<file path="src/rtl/sbp_pkg.sv">
package sbp_pkg;

    localparam int ADDR_W = 32;

    typedef enum logic [1:0] {
        BK_UNCOND = 2'd0,
        BK_COND   = 2'd1,
        BK_RET    = 2'd2,
        BK_INDIR  = 2'd3
    } br_kind_e;

    typedef logic [ADDR_W-1:0] addr_t;

    typedef struct packed {
        logic  taken;
        logic  tgt_ok;
        addr_t target;
    } guess_t;

    // Fixed decision tree for branches the target buffer did not cover.
    function automatic guess_t decide(
        br_kind_e kind,
        logic     ip_rel,
        logic     backward,
        addr_t    rel_tgt,
        addr_t    reg_tgt,
        addr_t    stk_top,
        logic     stk_ok
    );
        guess_t g;
        g = '0;
        unique case (kind)
            BK_UNCOND: begin
                g.taken  = 1'b1;
                g.tgt_ok = 1'b1;
                g.target = rel_tgt;
            end
            BK_COND: begin
                if (ip_rel && backward) begin
                    g.taken  = 1'b1;
                    g.tgt_ok = 1'b1;
                    g.target = rel_tgt;
                end
            end
            BK_RET: begin
                g.taken  = 1'b1;
                g.tgt_ok = stk_ok;
                g.target = stk_ok ? stk_top : '0;
            end
            BK_INDIR: begin
                g.taken  = 1'b1;
                g.tgt_ok = 1'b1;
                g.target = reg_tgt;
            end
        endcase
        return g;
    endfunction

endpackage

</file>
<file path="src/rtl/sbp_ret_stack.sv">
module sbp_ret_stack #(
    parameter int DEPTH = 8,
    parameter int AW    = 32
) (
    input  logic          clk,
    input  logic          rst,
    input  logic          push,
    input  logic          pop,
    input  logic [AW-1:0] push_addr,
    output logic [AW-1:0] top_addr,
    output logic          top_ok
);
    localparam int PW = $clog2(DEPTH);
    localparam int CW = $clog2(DEPTH + 1);

    logic [AW-1:0] slots [DEPTH];
    logic [PW-1:0] wr_ptr;
    logic [PW-1:0] top_ptr;
    logic [CW-1:0] fill;
    logic          nonempty;
    logic          full;

    assign top_ptr  = wr_ptr - 1'b1;
    assign nonempty = (fill != '0);
    assign full     = (fill == CW'(DEPTH));
    assign top_addr = slots[top_ptr];
    assign top_ok   = nonempty;

    // Pointer and depth: pop is applied before push when both arrive.
    always_ff @(posedge clk) begin
        if (rst) begin
            wr_ptr <= '0;
            fill   <= '0;
        end else begin
            unique case ({push, pop})
                2'b10: begin
                    wr_ptr <= wr_ptr + 1'b1;
                    if (!full) fill <= fill + 1'b1;
                end
                2'b01: begin
                    if (nonempty) begin
                        wr_ptr <= wr_ptr - 1'b1;
                        fill   <= fill - 1'b1;
                    end
                end
                2'b11: begin
                    if (!nonempty) begin
                        wr_ptr <= wr_ptr + 1'b1;
                        fill   <= CW'(1);
                    end
                end
                default: ;
            endcase
        end
    end

    // Entry storage, no reset needed: reads are masked by the depth count.
    always_ff @(posedge clk) begin
        if (push) begin
            if (pop && nonempty) slots[top_ptr] <= push_addr;
            else                 slots[wr_ptr]  <= push_addr;
        end
    end

endmodule

</file>
<file path="src/rtl/sbp_alloc_req.sv">
module sbp_alloc_req #(
    parameter int AW          = 32,
    parameter int TB_ENTRIES  = 512,
    parameter int TB_SLOTS    = 4,
    parameter int FETCH_BYTES = 16
) (
    input  logic                                  clk,
    input  logic                                  rst,
    input  logic                                  res_valid,
    input  logic                                  res_taken,
    input  logic [AW-1:0]                         res_ip,
    input  logic [AW-1:0]                         res_target,
    output logic                                  upd_valid,
    output logic [$clog2(TB_ENTRIES/TB_SLOTS)-1:0] upd_index,
    output logic [$clog2(TB_SLOTS)-1:0]           upd_slot,
    output logic [AW-1:0]                         upd_target
);
    localparam int IDX_W  = $clog2(TB_ENTRIES / TB_SLOTS);
    localparam int SLOT_W = $clog2(TB_SLOTS);
    localparam int BLK_LSB = $clog2(FETCH_BYTES);

    logic seen_taken;
    assign seen_taken = res_valid && res_taken;

    always_ff @(posedge clk) begin
        if (rst) begin
            upd_valid  <= 1'b0;
            upd_index  <= '0;
            upd_slot   <= '0;
            upd_target <= '0;
        end else begin
            upd_valid <= seen_taken;
            if (seen_taken) begin
                upd_index  <= res_ip[BLK_LSB +: IDX_W];
                upd_slot   <= res_ip[BLK_LSB-1 -: SLOT_W];
                upd_target <= res_target;
            end
        end
    end

endmodule

</file>
<file path="src/rtl/static_bpred.sv">
module static_bpred
    import sbp_pkg::*;
#(
    parameter int RAS_DEPTH   = 8,
    parameter int TB_ENTRIES  = 512,
    parameter int TB_SLOTS    = 4,
    parameter int FETCH_BYTES = 16
) (
    input  logic                                   clk,
    input  logic                                   rst,
    input  logic                                   dec_valid,
    input  logic                                   tb_hit,
    input  logic [1:0]                             br_kind,
    input  logic                                   ip_rel,
    input  logic                                   disp_neg,
    input  logic [ADDR_W-1:0]                      calc_target,
    input  logic [ADDR_W-1:0]                      reg_target,
    input  logic                                   call_evt,
    input  logic [ADDR_W-1:0]                      call_addr,
    input  logic                                   ret_evt,
    input  logic                                   res_valid,
    input  logic                                   res_taken,
    input  logic [ADDR_W-1:0]                      res_ip,
    input  logic [ADDR_W-1:0]                      res_target,
    output logic                                   pred_valid,
    output logic                                   pred_taken,
    output logic                                   pred_tgt_ok,
    output logic [ADDR_W-1:0]                      pred_target,
    output logic                                   upd_valid,
    output logic [$clog2(TB_ENTRIES/TB_SLOTS)-1:0] upd_index,
    output logic [$clog2(TB_SLOTS)-1:0]            upd_slot,
    output logic [ADDR_W-1:0]                      upd_target
);
    addr_t  stk_top;
    logic   stk_ok;
    logic   need_static;
    guess_t guess;
    guess_t guess_q;
    logic   valid_q;

    sbp_ret_stack #(
        .DEPTH (RAS_DEPTH),
        .AW    (ADDR_W)
    ) ras_i (
        .clk       (clk),
        .rst       (rst),
        .push      (call_evt),
        .pop       (ret_evt),
        .push_addr (call_addr),
        .top_addr  (stk_top),
        .top_ok    (stk_ok)
    );

    assign need_static = dec_valid && !tb_hit;
    assign guess = decide(br_kind_e'(br_kind), ip_rel, disp_neg,
                          calc_target, reg_target, stk_top, stk_ok);

    always_ff @(posedge clk) begin
        if (rst) begin
            valid_q <= 1'b0;
            guess_q <= '0;
        end else begin
            valid_q <= need_static;
            guess_q <= need_static ? guess : '0;
        end
    end

    assign pred_valid  = valid_q;
    assign pred_taken  = guess_q.taken;
    assign pred_tgt_ok = guess_q.tgt_ok;
    assign pred_target = guess_q.target;

    sbp_alloc_req #(
        .AW          (ADDR_W),
        .TB_ENTRIES  (TB_ENTRIES),
        .TB_SLOTS    (TB_SLOTS),
        .FETCH_BYTES (FETCH_BYTES)
    ) alloc_i (
        .clk        (clk),
        .rst        (rst),
        .res_valid  (res_valid),
        .res_taken  (res_taken),
        .res_ip     (res_ip),
        .res_target (res_target),
        .upd_valid  (upd_valid),
        .upd_index  (upd_index),
        .upd_slot   (upd_slot),
        .upd_target (upd_target)
    );

endmodule

</file>
<file path="config.mk">
export PLATFORM = sky130hd
export DESIGN_NAME = static_bpred
export DESIGN_NICKNAME = d
export VERILOG_FILES = /design/src/rtl/sbp_pkg.sv /design/src/rtl/sbp_ret_stack.sv /design/src/rtl/sbp_alloc_req.sv /design/src/rtl/static_bpred.sv
export SDC_FILE = /design/constraint.sdc
export NUM_CORES = 1
export LEC_CHECK = 0
export BUFFER_PORTS_ARGS = -buffer_cell sky130_fd_sc_hd__buf_2
export CAP_MARGIN = 20
export CORE_ASPECT_RATIO = 0.7
export CORE_UTILIZATION = 40
export DETAILED_ROUTE_END_ITERATION = 10
export GPL_TIMING_DRIVEN = 1
export PLACE_DENSITY = 0.71
export SYNTH_ARGS = -nofsm -noshare
export SYNTH_HDL_FRONTEND = slang
export SYNTH_SLANG_ARGS = --single-unit
</file>
<file path="constraint.sdc">
create_clock -name clk -period 6 [get_ports clk]
set_clock_uncertainty 0.05 [all_clocks]
set_input_delay 1.2 -clock clk [delete_from_list [all_inputs] [get_ports clk]]
set_output_delay 1.2 -clock clk [all_outputs]
set_load 0.02 [all_outputs]
</file>
==> metrics.txt <==
clock buffer depth=3; proportion of netlist area held by the largest area contributor=60.15%; cts repair resizes=0; CP required=6.16 ns; Leakage Power=0.005483 µW; Worst setup SP type=register; combinational family with the most area after synthesis=multiplexers; final setup fails=0; nets@finish=1156; most frequent cells in the layout=256 x edfxtp_1, 225 x buf_2, 90 x nand2_1; antenna violations before repair=3; Yosys reg bits=340; Final Wtd Congestion=0.7322; Starting Density=40.86%; cts bufs inserted=34; critical-path cell list=inv_1 -> ha_4 -> nand3_1 -> o22ai_4 -> buf_4; cells after synthesis=758; first-pass GRT wire length=41660 µm; async set-or-reset flop fraction in the synthesized netlist=0%; register area share after synthesis=73.30%; Worst Hold Class=register to register; Fill cells=2601; CP Max Fanout=70; critical path arrival=4.13 ns; status=finished, final reports clean; WL/cell=19.63 µm; Post-synth EDFFs=256; combinational share of power=18.8%; CORE AREA=31280 µm²; DPL Wire Length=17230 µm; yosys warns=0; vias per std cell=5.249; Area contributors post-synth=edfxtp_1 60%, dfxtp_1 13%, mux4_2 11%; Worst-Margin Slew=1.003 ns; DRC viols=0; Synth-to-Final Area Change=22.04%; TritonCTS clock tree=done; largest area contributor in the netlist=edfxtp_1; final instance area=15600 µm²; commonest non-fill, non-tap cell in the layout=edfxtp_1; Fin. Hold Viols=0; Final period util=66.22%; number of global-route vias before repair=7221; min cycle time layout=3.973 ns; Flop pwr share=46.2%; ys flop type=edfxtp_1; largest net degree at the start of global routing=71; Root Driver=clkbuf_16; pwr dens=400.0 nW/µm²; I/O pin count=249; RSZ-0062 raised after global routing=false; Worst path slowest cell=ha_4; Post-Synth XOR/XNOR Area=0.5482%; CP max stage delay=0.98 ns; switching power=1625 µW; CTS Hold Bufs=0; post-route setup slack=2.027 ns; Synth Cell Area=12780 µm²; Cell variety after synth=39; GRT Overall Usage=16.92%; power consumption=6240 µW; Chip Height=151.6 µm; die span in x=215.7 µm; DRT Pass-1 Iters=5; maxcap violations=0; # H-tree levels=2; ANT nets after route=0; Slew HR=33.11%; Max Slew Vio Count=0; peak supply drop=0.2762 mV; share of layout cells above drive strength 1=37.24%; post-synthesis mux area share=11.36%; post-synthesis compound-gate area fraction=7.978%; die area=32680 µm²; I/O Buffers=225; clock share of power=34.9%; endpoint type of the worst setup path=register; detailed-route via count=7495; initial DRC count=544; switching portion of total power=26.04%; final wirelength=28040 µm; f_max=251.7 MHz; # clock sinks=340; Mean Syn Cell Area=16.86 µm²; register clock-pin slew on the reported worst setup and hold paths=0.06 ns; Setup CP Type=register to register; Post-Synth Adder-Cell Area=0.2937%; DP Area=14440 µm²; simple-gate share of the synthesized area=4.542%; total grt overflow=0; Row Count=54; P_int=4615 µW; Setup TNS=0 ns; postcts setup bufs=0; syn_nets=933; Clk Latency, worst-skew pair=0.53 ns; setup slack at placement=1.841 ns
==> cells by family (layout without fill, tap and decap cells) <==
kind of cell,after synthesis,after routing
AOI/OAI and AO/OA,161,161
xor gates and xnor gates,8,8
adders and majority gates,3,3
buffers and inverters,57,306
DFF,340,340
muxes,65,65
other,0,1
and+or+nand+nor,124,124
==> final timing paths <==
kind / startpoint / endpoint / slack [ns] / cells past startpoint
setup / recovery: ras_i.wr_ptr[0]$_SDFFE_PP0P_ / ras_i.slots[0][6]$_DFFE_PP_ / 2.03 / 5
hold / removal: alloc_i.upd_target[7]$_SDFFE_PP0P_ / alloc_i.upd_target[7]$_SDFFE_PP0P_ / 0.40 / 2
setup reg to reg: ras_i.wr_ptr[0]$_SDFFE_PP0P_ / ras_i.slots[0][6]$_DFFE_PP_ / 2.03 / 5
hold reg to reg: alloc_i.upd_target[7]$_SDFFE_PP0P_ / alloc_i.upd_target[7]$_SDFFE_PP0P_ / 0.40 / 2
==> final cells by class <==
class,count,area [µm²],share of cell area [%]
sequential,340,9373,60.09
timing repair buffer,239,1231,7.893
multi-input combinational,361,3291,21.10
clock inverter,16,219.0,1.404
inverter,5,18.77,0.1203
clock buffer,46,937.1,6.008
tap,420,525.5,3.369
antenna,1,2.502,0.01604
==> metrics by stage <==
stage	instances	hold slack [ns]	utilization [%]
6_report	1428	0.4000	49.86
5_1_grt	1427	0.4152	49.85
4_1_cts	1427	0.4017	49.85
3_5_place_dp	1365	0.3930	46.16
3_3_place_gp	1365	0.3885	46.16
2_1_floorplan	758	0.4828	-
==> registers in the layout (all words and copies together) (netlist names) <==
register	count
pred_taken	1
pred_valid	1
pred_target	32
alloc_i.upd_valid	1
alloc_i.upd_target	32
pred_tgt_ok	1
ras_i.fill	4
ras_i.slots	256
alloc_i.upd_slot	2
alloc_i.upd_index	7
ras_i.wr_ptr	3
==> metal layers <==
layer  routed length, µm  share of wire, %  vias to the layer above  track usage (%)
met4                 346               1.2                        4            4.504
met2               13600                48                      259            27.83
li1                    -                 -                     3434                -
met3                1824               6.5                       36            4.012
met1               12240                44                     3762            22.68
met5                  27             0.096                        -                0
==> worst max-delay path, delay by kind of cell (launching register included) <==
kind,cells,cell delay [ns]
buffers and inverters,2,0.64
AND/OR/NAND/NOR,1,0.37
flip-flops,1,0.78
AO/OA/AOI/OAI,1,0.80
adder cells (fa/ha/maj),1,0.98
==> Yosys cell counts, drive strengths merged (4+ instances only) <==
cell    instances
nor2            7
a22oi          64
mux4           64
a21oi          45
clkbuf         33
inv             5
nand3           4
edfxtp        256
nand2          90
xnor2           7
nor3            4
o21ai          34
o22ai           8
or3             4
buf            19
dfxtp          84
==> power groups by stage <==
stage,logic (µW),clock network [µW],registers (µW)
2_1_floorplan,827,0,2920
4_1_cts,1190,2220,2890
3_3_place_gp,1170,0,2930
3_5_place_dp,1190,0,2940
5_1_grt,1280,2310,2910
6_report,1170,2180,2890
(Power assumes the default switching activity.)
